## src/rtl/cpu8_pkg.sv

```systemverilog
package cpu8_pkg;

   typedef enum logic [3:0] {
      OP_MOV  = 4'h0,
      OP_LD   = 4'h1,
      OP_ST   = 4'h2,
      OP_PUSH = 4'h3,
      OP_POP  = 4'h4,
      OP_LDP  = 4'h5,
      OP_JNZ  = 4'h6,
      OP_IN   = 4'h7,
      OP_OUT  = 4'h8,
      OP_ADD  = 4'h9,
      OP_ADC  = 4'hA,
      OP_AND  = 4'hB,
      OP_OR   = 4'hC,
      OP_NOR  = 4'hD,
      OP_CMP  = 4'hE,
      OP_SBB  = 4'hF
   } opc_e;

   typedef enum logic [2:0] {
      S_FETCH,
      S_OPND1,
      S_OPND2,
      S_EXEC,
      S_PTRHI,
      S_HALT
   } state_e;

   typedef struct packed {
      logic carry;
      logic zero;
      logic less;
      logic equal;
   } flags_t;

   localparam int unsigned IDX_H = 4;
   localparam int unsigned IDX_Z = 5;

endpackage

```

## src/rtl/cpu8_decode.sv

```systemverilog
module cpu8_decode
   import cpu8_pkg::*;
#(
   parameter int unsigned SEL_W = 3,
   parameter int unsigned NREGS = 6
) (
   input  logic [7:0]       hdr,
   output opc_e             opc,
   output logic             regform,
   output logic [SEL_W-1:0] rsel,
   output logic [1:0]       len,
   output logic             legal
);

   localparam logic [SEL_W-1:0] LAST_CODE = SEL_W'(NREGS - 1);

   logic code_ok;
   logic code_zero;

   assign opc       = opc_e'(hdr[7:4]);
   assign regform   = hdr[3];
   assign rsel      = hdr[SEL_W-1:0];
   assign code_ok   = (rsel <= LAST_CODE);
   assign code_zero = (rsel == '0);

   always_comb begin
      len   = 2'd2;
      legal = code_ok;
      unique case (opc)
         OP_LD, OP_ST: begin
            len = regform ? 2'd1 : 2'd3;
         end
         OP_PUSH, OP_JNZ: begin
            len   = regform ? 2'd1 : 2'd2;
            legal = regform ? code_ok : code_zero;
         end
         OP_POP: begin
            len   = 2'd1;
            legal = regform && code_ok;
         end
         OP_LDP: begin
            len   = 2'd3;
            legal = !regform && code_zero;
         end
         default: begin
            len = 2'd2;
         end
      endcase
   end

   always_comb begin
      if (legal) begin
         assert (len != 2'd0) else $error("p_len_nonzero_r2");
      end
   end

endmodule

```

## src/rtl/cpu8_alu.sv

```systemverilog
module cpu8_alu
   import cpu8_pkg::*;
#(
   parameter int unsigned W = 8
) (
   input  opc_e         opc,
   input  logic [W-1:0] a,
   input  logic [W-1:0] b,
   input  logic         cin,
   output logic [W-1:0] y,
   output flags_t       f
);

   logic [W:0] ext_a;
   logic [W:0] ext_b;
   logic [W:0] ext_c;
   logic [W:0] res;

   assign ext_a = {1'b0, a};
   assign ext_b = {1'b0, b};
   assign ext_c = (W+1)'(cin);

   always_comb begin
      unique case (opc)
         OP_ADD:  res = ext_a + ext_b;
         OP_ADC:  res = ext_a + ext_b + ext_c;
         OP_SBB:  res = ext_a - ext_b - ext_c;
         OP_CMP:  res = ext_a - ext_b;
         OP_AND:  res = {1'b0, a & b};
         OP_OR:   res = {1'b0, a | b};
         OP_NOR:  res = {1'b0, ~(a | b)};
         default: res = ext_b;
      endcase
   end

   assign y       = res[W-1:0];
   assign f.carry = res[W];
   assign f.zero  = (res[W-1:0] == '0);
   assign f.less  = (a < b);
   assign f.equal = (a == b);

endmodule

```

## src/rtl/cpu8_regfile.sv

```systemverilog
module cpu8_regfile #(
   parameter int unsigned W     = 8,
   parameter int unsigned NREGS = 6,
   parameter int unsigned SEL_W = 3,
   parameter int unsigned HI_IX = 4,
   parameter int unsigned LO_IX = 5
) (
   input  logic             clk,
   input  logic             rst_n,
   input  logic             we,
   input  logic [SEL_W-1:0] wsel,
   input  logic [W-1:0]     wdata,
   input  logic [SEL_W-1:0] sel_a,
   input  logic [SEL_W-1:0] sel_b,
   output logic [W-1:0]     rd_a,
   output logic [W-1:0]     rd_b,
   output logic [2*W-1:0]   ptr
);

   logic [W-1:0] q [NREGS];

   for (genvar g = 0; g < NREGS; g++) begin : g_reg
      always_ff @(posedge clk) begin
         if (!rst_n) begin
            q[g] <= '0;
         end else if (we && (wsel == SEL_W'(g))) begin
            q[g] <= wdata;
         end
      end
   end

   always_comb begin
      rd_a = '0;
      rd_b = '0;
      for (int i = 0; i < NREGS; i++) begin
         if (sel_a == SEL_W'(i)) rd_a = q[i];
         if (sel_b == SEL_W'(i)) rd_b = q[i];
      end
   end

   assign ptr = {q[HI_IX], q[LO_IX]};

   p_wsel_range_r2: assert property (@(posedge clk) disable iff (!rst_n)
      we |-> (wsel < SEL_W'(NREGS)));

endmodule

```

## src/rtl/cpu8_core.sv

```systemverilog
module cpu8_core
   import cpu8_pkg::*;
#(
   parameter int unsigned    DATA_W   = 8,
   parameter int unsigned    ADDR_W   = 16,
   parameter int unsigned    NREGS    = 6,
   parameter int unsigned    SEL_W    = 3,
   parameter logic [15:0]    PC_RESET = 16'h0000,
   parameter logic [15:0]    SP_RESET = 16'hFFFF
) (
   input  logic              clk,
   input  logic              rst_n,
   output logic [ADDR_W-1:0] mem_addr,
   output logic              mem_rd,
   output logic              mem_wr,
   output logic [DATA_W-1:0] mem_wdata,
   input  logic [DATA_W-1:0] mem_rdata,
   output logic [DATA_W-1:0] io_port,
   output logic              io_rd,
   output logic              io_wr,
   output logic [DATA_W-1:0] io_wdata,
   input  logic [DATA_W-1:0] io_rdata,
   output logic [3:0]        flags,
   output logic              halted,
   output logic              fault
);

   localparam logic [DATA_W-1:0] LAST_CODE = DATA_W'(NREGS - 1);
   localparam logic [ADDR_W-1:0] ONE       = ADDR_W'(1);

   if (DATA_W != 8) begin : g_bad_width
      $error("cpu8_core: header layout needs DATA_W == 8");
   end
   if (ADDR_W != 2 * DATA_W) begin : g_bad_addr
      $error("cpu8_core: pointer pair needs ADDR_W == 2*DATA_W");
   end
   if (NREGS < 6 || NREGS > (1 << SEL_W)) begin : g_bad_regs
      $error("cpu8_core: register count does not fit the code field");
   end

   state_e            state_q;
   logic [ADDR_W-1:0] pc_q, sp_q;
   logic [7:0]        ir_q;
   logic [DATA_W-1:0] op1_q, op2_q;
   flags_t            flags_q;
   logic              fault_q;

   // decoder on the raw fetch byte: steers the fetch cycle only
   opc_e             f_opc;
   logic             f_regform;
   logic [SEL_W-1:0] f_rsel;
   logic [1:0]       f_len;
   logic             f_legal;

   // decoder on the latched header: steers everything after fetch
   opc_e             d_opc;
   logic             d_regform;
   logic [SEL_W-1:0] d_rsel;
   logic [1:0]       d_len;
   logic             d_legal;

   cpu8_decode #(.SEL_W(SEL_W), .NREGS(NREGS)) i_dec_fetch (
      .hdr(mem_rdata), .opc(f_opc), .regform(f_regform),
      .rsel(f_rsel), .len(f_len), .legal(f_legal)
   );

   cpu8_decode #(.SEL_W(SEL_W), .NREGS(NREGS)) i_dec_hold (
      .hdr(ir_q), .opc(d_opc), .regform(d_regform),
      .rsel(d_rsel), .len(d_len), .legal(d_legal)
   );

   logic              rf_we;
   logic [SEL_W-1:0]  rf_wsel;
   logic [DATA_W-1:0] rf_wdata;
   logic [DATA_W-1:0] named_val, coded_val;
   logic [ADDR_W-1:0] ptr;

   cpu8_regfile #(
      .W(DATA_W), .NREGS(NREGS), .SEL_W(SEL_W),
      .HI_IX(IDX_H), .LO_IX(IDX_Z)
   ) i_regs (
      .clk(clk), .rst_n(rst_n),
      .we(rf_we), .wsel(rf_wsel), .wdata(rf_wdata),
      .sel_a(d_rsel), .sel_b(op1_q[SEL_W-1:0]),
      .rd_a(named_val), .rd_b(coded_val), .ptr(ptr)
   );

   logic [DATA_W-1:0] operand;
   logic [DATA_W-1:0] alu_y;
   flags_t            alu_f;

   assign operand = d_regform ? coded_val : op1_q;

   cpu8_alu #(.W(DATA_W)) i_alu (
      .opc(d_opc), .a(named_val), .b(operand), .cin(flags_q.carry),
      .y(alu_y), .f(alu_f)
   );

   logic              two_byte;
   logic              bad_src;
   logic              is_alu;
   logic              alu_writes;
   logic              in_exec;
   logic [ADDR_W-1:0] abs_addr;
   logic [ADDR_W-1:0] data_addr;
   logic [DATA_W-1:0] single_val;

   assign two_byte   = (d_opc == OP_MOV) || (d_opc >= OP_IN);
   assign bad_src    = two_byte && d_regform && (op1_q > LAST_CODE);
   assign is_alu     = (d_opc >= OP_ADD);
   assign alu_writes = is_alu && (d_opc != OP_CMP);
   assign in_exec    = (state_q == S_EXEC) && !bad_src;
   assign abs_addr   = {op2_q, op1_q};
   assign data_addr  = d_regform ? ptr : abs_addr;
   assign single_val = d_regform ? named_val : op1_q;

   // bus strobes
   always_comb begin
      mem_addr  = pc_q;
      mem_rd    = 1'b0;
      mem_wr    = 1'b0;
      mem_wdata = named_val;
      io_port   = operand;
      io_rd     = 1'b0;
      io_wr     = 1'b0;
      io_wdata  = named_val;
      unique case (state_q)
         S_FETCH, S_OPND1, S_OPND2: mem_rd = 1'b1;
         S_EXEC: begin
            if (!bad_src) begin
               unique case (d_opc)
                  OP_LD:   begin mem_addr = data_addr; mem_rd = 1'b1; end
                  OP_ST:   begin mem_addr = data_addr; mem_wr = 1'b1; end
                  OP_PUSH: begin
                     mem_addr  = sp_q - ONE;
                     mem_wr    = 1'b1;
                     mem_wdata = single_val;
                  end
                  OP_POP:  begin mem_addr = sp_q;     mem_rd = 1'b1; end
                  OP_LDP:  begin mem_addr = abs_addr; mem_rd = 1'b1; end
                  OP_IN:   io_rd = 1'b1;
                  OP_OUT:  io_wr = 1'b1;
                  default: ;
               endcase
            end
         end
         S_PTRHI: begin mem_addr = abs_addr + ONE; mem_rd = 1'b1; end
         default: ;
      endcase
   end

   // register file write port
   always_comb begin
      rf_we    = 1'b0;
      rf_wsel  = d_rsel;
      rf_wdata = alu_y;
      if (in_exec) begin
         unique case (d_opc)
            OP_MOV:        begin rf_we = 1'b1; rf_wdata = operand;   end
            OP_LD, OP_POP: begin rf_we = 1'b1; rf_wdata = mem_rdata; end
            OP_IN:         begin rf_we = 1'b1; rf_wdata = io_rdata;  end
            OP_LDP: begin
               rf_we    = 1'b1;
               rf_wsel  = SEL_W'(IDX_Z);
               rf_wdata = mem_rdata;
            end
            default:       rf_we = alu_writes;
         endcase
      end else if (state_q == S_PTRHI) begin
         rf_we    = 1'b1;
         rf_wsel  = SEL_W'(IDX_H);
         rf_wdata = mem_rdata;
      end
   end

   // sequencer
   always_ff @(posedge clk) begin
      if (!rst_n) begin
         state_q <= S_FETCH;
         pc_q    <= PC_RESET;
         sp_q    <= SP_RESET;
         ir_q    <= '0;
         op1_q   <= '0;
         op2_q   <= '0;
         flags_q <= '0;
         fault_q <= 1'b0;
      end else begin
         unique case (state_q)
            S_FETCH: begin
               ir_q <= mem_rdata;
               pc_q <= pc_q + ONE;
               if (!f_legal) begin
                  fault_q <= 1'b1;
                  state_q <= S_HALT;
               end else begin
                  state_q <= (f_len == 2'd1) ? S_EXEC : S_OPND1;
               end
            end
            S_OPND1: begin
               op1_q   <= mem_rdata;
               pc_q    <= pc_q + ONE;
               state_q <= (d_len == 2'd3) ? S_OPND2 : S_EXEC;
            end
            S_OPND2: begin
               op2_q   <= mem_rdata;
               pc_q    <= pc_q + ONE;
               state_q <= S_EXEC;
            end
            S_EXEC: begin
               if (bad_src) begin
                  fault_q <= 1'b1;
                  state_q <= S_HALT;
               end else begin
                  state_q <= (d_opc == OP_LDP) ? S_PTRHI : S_FETCH;
                  if (is_alu) flags_q <= alu_f;
                  if (d_opc == OP_PUSH) sp_q <= sp_q - ONE;
                  if (d_opc == OP_POP)  sp_q <= sp_q + ONE;
                  if ((d_opc == OP_JNZ) && (single_val != '0)) pc_q <= ptr;
               end
            end
            S_PTRHI: state_q <= S_FETCH;
            default: state_q <= S_HALT;
         endcase
      end
   end

   assign flags  = flags_q;
   assign halted = (state_q == S_HALT);
   assign fault  = fault_q;

   p_rdwr_excl_r7: assert property (@(posedge clk) disable iff (!rst_n)
      !(mem_rd && mem_wr));

   p_io_excl_r11: assert property (@(posedge clk) disable iff (!rst_n)
      !(io_rd && io_wr));

   p_halt_quiet_r12: assert property (@(posedge clk) disable iff (!rst_n)
      halted |-> !(mem_rd || mem_wr || io_rd || io_wr));

   p_halt_hold_r12: assert property (@(posedge clk) disable iff (!rst_n)
      halted |=> (halted && $stable(fault)));

   p_fault_halt_r12: assert property (@(posedge clk) disable iff (!rst_n)
      fault |-> halted);

   p_fetch_step_r2: assert property (@(posedge clk) disable iff (!rst_n)
      (state_q == S_OPND1 || state_q == S_OPND2) |=> (pc_q == $past(pc_q) + ONE));

   p_hdr_latch_r2: assert property (@(posedge clk) disable iff (!rst_n)
      (state_q == S_FETCH && f_legal) |=>
         (d_opc == $past(f_opc) && d_rsel == $past(f_rsel)
          && d_regform == $past(f_regform)));

   p_push_dec_r9: assert property (@(posedge clk) disable iff (!rst_n)
      (in_exec && d_opc == OP_PUSH) |=> (sp_q == $past(sp_q) - ONE));

   p_cmp_nowrite_r6: assert property (@(posedge clk) disable iff (!rst_n)
      (in_exec && d_opc == OP_CMP) |-> !rf_we);

endmodule

```

## config.mk

```make
export PLATFORM = sky130hd
export DESIGN_NAME = cpu8_core
export DESIGN_NICKNAME = d
export VERILOG_FILES = /design/src/rtl/cpu8_pkg.sv /design/src/rtl/cpu8_decode.sv /design/src/rtl/cpu8_alu.sv /design/src/rtl/cpu8_regfile.sv /design/src/rtl/cpu8_core.sv
export SDC_FILE = /design/constraint.sdc
export NUM_CORES = 1
export LEC_CHECK = 0
export ABC_CLOCK_PERIOD_IN_PS = 4950
export BUFFER_PORTS_ARGS = -buffer_cell sky130_fd_sc_hd__buf_4
export CAP_MARGIN = 40
export CORE_ASPECT_RATIO = 1.25
export CORE_MARGIN = 2
export CORE_UTILIZATION = 30
export DETAILED_ROUTE_END_ITERATION = 6
export GPL_TIMING_DRIVEN = 0
export SYNTH_ARGS = -nofsm -noshare
export SYNTH_HDL_FRONTEND = slang
export SYNTH_SLANG_ARGS = --single-unit
```

## constraint.sdc

```tcl
create_clock -name clk -period 4.95 [get_ports clk]
set_input_delay 0.2475 -clock clk [delete_from_list [all_inputs] [get_ports clk]]
set_output_delay 0.2475 -clock clk [all_outputs]
set_load 0.1 [all_outputs]
```

==> impl_metrics.yaml, run 1 <==
critical_path:
  crit_buf_inv: 4
  cp_common_cell: "a211o_1"
  path_max_fanout: 10
  crit_path_end_kind: "flip-flop"
  crit_type: "flip-flop to flip-flop"
  r2r_end: "i_regs.q[1][15]"
  cp_cell_sequence: "clkinvlp_4 > ha_2 > clkbuf_2 > a211o_1 > a21oi_2 > a2bb2oi_4 > inv_2 > fa_2 > a211o_1 > a31oi_4 > mux2i_1 > o21ai_1 > or3_4 > a2111oi_4 > buf_4 > nor3_4 > o221ai_4 > nor2b_4"
  worstPathRequired_ns: 5.20
  max_stage_delay_ns: 0.43
  crit_arrival_ns: 5.15
  reg2reg_depth: 18
  rrSetupSlack_ns: 0.06
  rr_startpoint: "op1_q[0]"
  cp_top_family: "compound AO/OA/AOI/OAI gates"
  startpoint_type: "flip-flop"
  crit_slowest_cell: "dfxtp_4"
synthesis:
  ys_ff_latch: 112
  synthTopCellsByCount: "179 x nand2_1, 145 x nor2_1, 102 x a21oi_1, 91 x o21ai_0, 73 x clkbuf_1"
  synthFlopType: "dfxtp_1"
  synth_nets: 1419
  synth-edff-count: 48
  synth_top_area_share: 0.1417
  yosys.cell_types.count: 96
  yosysMostFrequentCell: "nand2_1"
  synth_area_leader_cell: "edfxtp_1"
  synth-async-reset-ratio: 0
  synth_area_sq_mm: 0.01017
  ys_warn_count: 0
  syn_inst: 1362
  synth.area.top_cells: "edfxtp_1 14%, dfxtp_1 13%, nand2_1 6.6%"
  seq_area_frac_synth: 0.2677
  synth.avg_cell_area_sq_um: 7.467
cells_and_area:
  final_core_util: 0.3693
  num_antenna_cells: 0
  final_cells: 1908
  area_growth_pct: 21.65
  n_fill_cell: 3521
  layout-drive-gt1-share: 0.1791
  layout.nets: 1537
  design_area_sq_mm: 0.01237
die:
  start_util: 0.3036
  die_area_sq_mm: 0.03540
  fp-row-count: 75
  fp.dieH_microns: 209.9
  ios: 68
  core_sq_mm: 0.03350
  die_w_microns: 168.7
route:
  drc: 0
  ant_nets: 0
  wl_microns: 44720
  first_iter_violations: 1199
  route.vias.total: 11550
  wl_per_cell_microns: 23.44
  drt-pass1-iter-count: 6
  viasPerCell: 6.055
cts:
  cts_hold_buffers: 0
  cts_buffers: 9
  root_buffer: "clkbuf_16"
  cts_max_level: 3
  clk_latency_ns: 0.39
  cts_tree: "yes"
  clk_pin_slew_ns: 0.09
  clockBufferDepth: 2
  clkSinkCount: 112
global_route:
  grt_pass1_wl_microns: 66360
  grt_pass1_vias: 10870
  grt_usage: 0.2472
  gr-total-overflow: 0
  antenna_found_initial: 0
  grt_max_degree: 19
sta:
  setup_tns_ns: 0
  hold_viol: 0
  period_share: 0.9883
  tightest_slew_ns: 0.8777
  fmax_mhz: 204.4
  fin_ws_ns: 0.05784
  maxSlewViolCount: 0
  max_slew_margin: 0.3998
  period_needed_ns: 4.892
  hold_ws_ns: 0.1684
  setup-violations-final: 0
  fin_skew_ns: 0.01953
min_path:
  hold_end: "op2_q[1]"
  worstHoldStart: "mem_rdata[1]"
  holdCritPathClass: "input pin to flip-flop"
  hold_depth: 3
placed_design:
  hpwlAfterDp_microns: 34160
  dp_cells: 1856
  io_buffers: 66
  gp_congestion: 0.9945
  place_area_sq_mm: 0.01135
  place_ws_ns: -0.9893
power_and_ir_drop:
  power_per_cell_area_mw_per_mm2: 414.6
  p_leak_nw: 4.389
  pwr-share-clk: 0.141
  p_comb_frac: 0.642
  p_sw_mw: 2.672
  design_power_total_mw: 5.129
  p_seq_frac: 0.217
  p_int_mw: 2.458
  p_sw_frac: 0.5208
  max-vdd-ir-drop_mv: 0.2002
run_status:
  outcome: "finished clean"
run:
  cap_violations: 0
## kinds of logic (layout without fill, tap and decap cells)
family                     count (synthesis)  after routing  share of synthesized area
and+or+nand+nor                          556            556                     0.2607
AOI/OAI and AO/OA                        424            424                     0.2862
buffers and inverters                    155            278                    0.06188
DFF                                      112            112                     0.2677
xor gates and xnor gates                  49             49                    0.04355
adders and majority gates                 39             39                    0.04946
muxes                                     27             27                    0.03051
## what timing repair did
action | 4_1_cts | 5_1_grt
gates resized for setup | 54 | 52
buffers inserted | 27 | 10
pin swaps | 20 | 25
endpoints found under the setup margin | 45 | 44
## cells in the final DEF, fill, tap and decap left out, types with 7 or more instances in the layout
cell       instances
xor2_1            19
edfxtp_1          48
and2_1             7
a22oi_1           17
nand2b_1          20
o221ai_1          16
buf_2             12
xnor2_1           26
a21oi_1           97
a211oi_1          12
nor2_1           142
and3_1            13
a31oi_1           10
o21ai_0           85
clkbuf_16          9
o31ai_1            8
ha_1              25
mux2i_1           16
a21o_1             8
o21ai_1            8
a221oi_1          22
buf_4            106
dfxtp_1           61
nor4_1            13
o211ai_1          12
buf_1              7
mux2_2             8
nand3_1           43
a221o_1           13
clkbuf_1          63
or2_2              8
nand2_1          179
or3_1             11
inv_1             45
ha_4               9
nor3_1            37
nor2b_1           26
o22ai_1           25
## state kept, by name, indices dropped and copies added, names as in the netlist
| register | cells |
|---|---|
| i_regs.q | 48 |
| pc_q | 16 |
| sp_q | 16 |
| ir_q | 8 |
| op1_q | 8 |
| op2_q | 8 |
| flags | 4 |
| state_q | 3 |
| fault | 1 |
## worst max-delay path by stage
stage | from | slack, ns | to | cells past startpoint
after floorplan | op1_q[2] | 0.02 | i_regs.q[1][7] | 20
after global placement | op1_q[0] | -1.03 | i_regs.q[1][6] | 19
after detailed placement | op1_q[1] | -0.99 | i_regs.q[0][6] | 20
after CTS | op1_q[1] | -0.005 | i_regs.q[2][7] | 21
after global routing | op1_q[0] | -0.003 | i_regs.q[1][15] | 18
final | op1_q[0] | 0.06 | i_regs.q[1][15] | 18
## power groups by stage
| stage | Clock (mW) | Sequential, mW | Combinational (mW) |
|---|---|---|---|
| floorplan | 0 | 1.10 | 2.07 |
| global placement | 0 | 1.13 | 2.79 |
| detailed placement | 0 | 1.13 | 2.81 |
| CTS | 0.732 | 1.11 | 3.03 |
| global route | 0.762 | 1.12 | 3.47 |
| finish | 0.725 | 1.11 | 3.29 |
## worst min-delay path, cell delays in order
cell	delay [ns]
buf_4	0.15
nand2_1	0.06
a21oi_1	0.05
## cell type report
cell class	instances	area, sq um	share of cell area
flip-flops and latches	112	2731	0.2208
clock inverters	7	46.29	0.003742
well taps	423	529.3	0.04278
inverters	57	230.2	0.01861
clock buffers	9	225.2	0.01820
repair buffers	108	817.0	0.06604
plain buffers	97	465.4	0.03762
multi-input cells	1095	7327	0.5922
## routing by layer
layer	vias up	wire length (microns)	part of all wire	track usage
li1	5244	-	-	-
met1	5584	17330	0.39	0.2991
met2	573	21300	0.48	0.4173
met3	151	3322	0.074	0.03847
met4	0	2763	0.062	0.1391
met5	-	0	0	0
Power figures use the tool's default switching activity.
==> run 2: changes to the inputs <==
- PLACE_DENSITY: default -> 0.45
==> impl_metrics.yaml, run 2 (same netlist as run 1, synthesis figures left out) <==
power_and_ir_drop:
  p_leak_nw: 4.394
  max-vdd-ir-drop_mv: 0.2245
  power_per_cell_area_mw_per_mm2: 414.3
route:
  wl_per_cell_microns: 24.97
  route.vias.total: 11310
  first_iter_violations: 1083
  viasPerCell: 5.920
  wl_microns: 47700
  drt-pass1-iter-count: 5
  ant_nets: 0
  drc: 0
cts:
  clk_pin_slew_ns: 0.08
  root_buffer: "clkbuf_16"
  clockBufferDepth: 2
  cts_buffers: 9
  cts_hold_buffers: 0
  cts_tree: "yes"
  clkSinkCount: 112
  clk_latency_ns: 0.38
  cts_max_level: 3
die:
  start_util: 0.3036
  die_area_sq_mm: 0.03540
  fp.dieH_microns: 209.9
  core_sq_mm: 0.03350
  die_w_microns: 168.7
  ios: 68
  fp-row-count: 75
sta:
  max_slew_margin: 0.3534
  setup_tns_ns: 0
  hold_viol: 0
  period_needed_ns: 4.914
  maxSlewViolCount: 0
  setup-violations-final: 0
  tightest_slew_ns: 0.9625
  rsz0062_at_grt: "yes"
  hold_ws_ns: 0.1642
  fmax_mhz: 203.5
  period_share: 0.9928
  fin_skew_ns: 0.01255
cells_and_area:
  reg_top3: "i_regs.q x48, pc_q x16, sp_q x16"
  layout-drive-gt1-share: 0.1728
  final_common_cell: "nand2_1"
  area_growth_pct: 21.04
  final_cell_mix: "179 x nand2_1, 144 x nor2_1, 105 x buf_4"
  num_antenna_cells: 0
  top_register: "i_regs.q"
  layout.nets: 1539
  largest_register_ffs: 48
global_route:
  use_met3: 0.03243
  gr-usage-met2: 0.4471
  grtUsageMet1: 0.3530
  top_usage_layer: "met2"
  grt_usage: 0.2667
  grt_pass1_wl_microns: 70850
  gr-total-overflow: 0
  grt_pass1_vias: 10890
  grt_max_degree: 19
  antenna_found_initial: 1
critical_path:
  path_max_fanout: 10
  startpoint_type: "flip-flop"
  cp_top_family: "compound AO/OA/AOI/OAI gates"
  crit_type: "flip-flop to flip-flop"
  crit_slowest_cell: "or3_4"
  worstPathRequired_ns: 5.18
  crit_buf_inv: 5
  max_stage_delay_ns: 0.44
  cp_cell_sequence: "buf_4 > ha_1 > buf_6 > and3b_1 > a211oi_1 > a211o_1 > a21oi_2 > a2bb2oi_4 > inv_2 > fa_2 > a211o_1 > a31oi_4 > mux2i_1 > o21ai_1 > or3_4 > a2111oi_4 > buf_4 > nor3_4 > o221ai_4 > buf_12 > nor2b_1"
  crit_path_end_kind: "flip-flop"
  crit_arrival_ns: 5.15
placed_design:
  io_buffers: 66
  hpwlAfterDp_microns: 36780
  gp_congestion: 0.9582
min_path:
  holdCritPathClass: "input pin to flip-flop"
run:
  cap_violations: 0
run_status:
  outcome: "finished clean"
## run 2: area by class of cell
type | count | area, sq um
sequential | 112 | 2734
fill | 3568 | 21190
tap | 423 | 529.3
clock inverter | 6 | 45.04
buffer | 97 | 460.4
clock buffer | 10 | 229.0
timing repair buffer | 109 | 843.3
inverter | 57 | 226.5
multi-input combinational | 1096 | 7242
## run 2: path summary, 6_finish.rpt
kind	from	endpoint	slack (ns)	depth (start not counted)
max	op1_q[0]	i_regs.q[1][15]	0.04	21
min	mem_rdata[7]	op2_q[7]	0.16	3
max reg2reg	op1_q[0]	i_regs.q[1][15]	0.04	21
min reg2reg	flags[2]	flags[2]	0.48	2
## run 2: timing repair
action / CTS / global route
hold endpoints to repair: 0 / 0
gates resized for setup: 55 / 33
cloned: 0 / 1
setup buffers: 30 / 7
pin swaps: 26 / 18
setup endpoints to repair: 45 / 45
## run 2: report_power, final
part           switching (mW)  leakage (nW)  total [mW]  internal (mW)
Clock                   0.376         0.128       0.721          0.345
Sequential             0.0938          1.02        1.12           1.03
Combinational            2.21          3.25        3.26           1.05
Total                    2.68          4.39        5.10           2.42
## run 2: layer usage
metal | vias up | wire [microns]
met4 | 0 | 1634
met2 | 491 | 22530
met5 | - | 0
li1 | 5231 | -
met1 | 5502 | 20290
met3 | 84 | 3243
## run 2: stage by stage
step / instance area (sq um) / setup WS, ns / instances / power, mW / util
3_3_place_gp: 11330 / -1.181 / 1851 / 4.003 / 0.3381
5_1_grt: 12310 / -0.1319 / 1910 / 5.356 / 0.3674
4_1_cts: 12130 / -0.003018 / 1903 / 4.986 / 0.3621
6_report: 12310 / 0.03572 / 1910 / 5.100 / 0.3674
3_5_place_dp: 11370 / -1.004 / 1858 / 4.015 / 0.3395
2_1_floorplan: 10300 / 0.01535 / 1362 / 3.164 / -
## run 2: worst register-to-register path, cell delays in order (launching register included)
cell and delay (ns):
dfxtp_4 0.37, buf_4 0.14, ha_1 0.20, buf_6 0.15, and3b_1 0.21, a211oi_1 0.05
a211o_1 0.31, a21oi_2 0.20, a2bb2oi_4 0.24, inv_2 0.12, fa_2 0.37, a211o_1 0.35
a31oi_4 0.23, mux2i_1 0.21, o21ai_1 0.10, or3_4 0.44, a2111oi_4 0.34, buf_4 0.19
nor3_4 0.06, o221ai_4 0.21, buf_12 0.16, nor2b_1 0.12
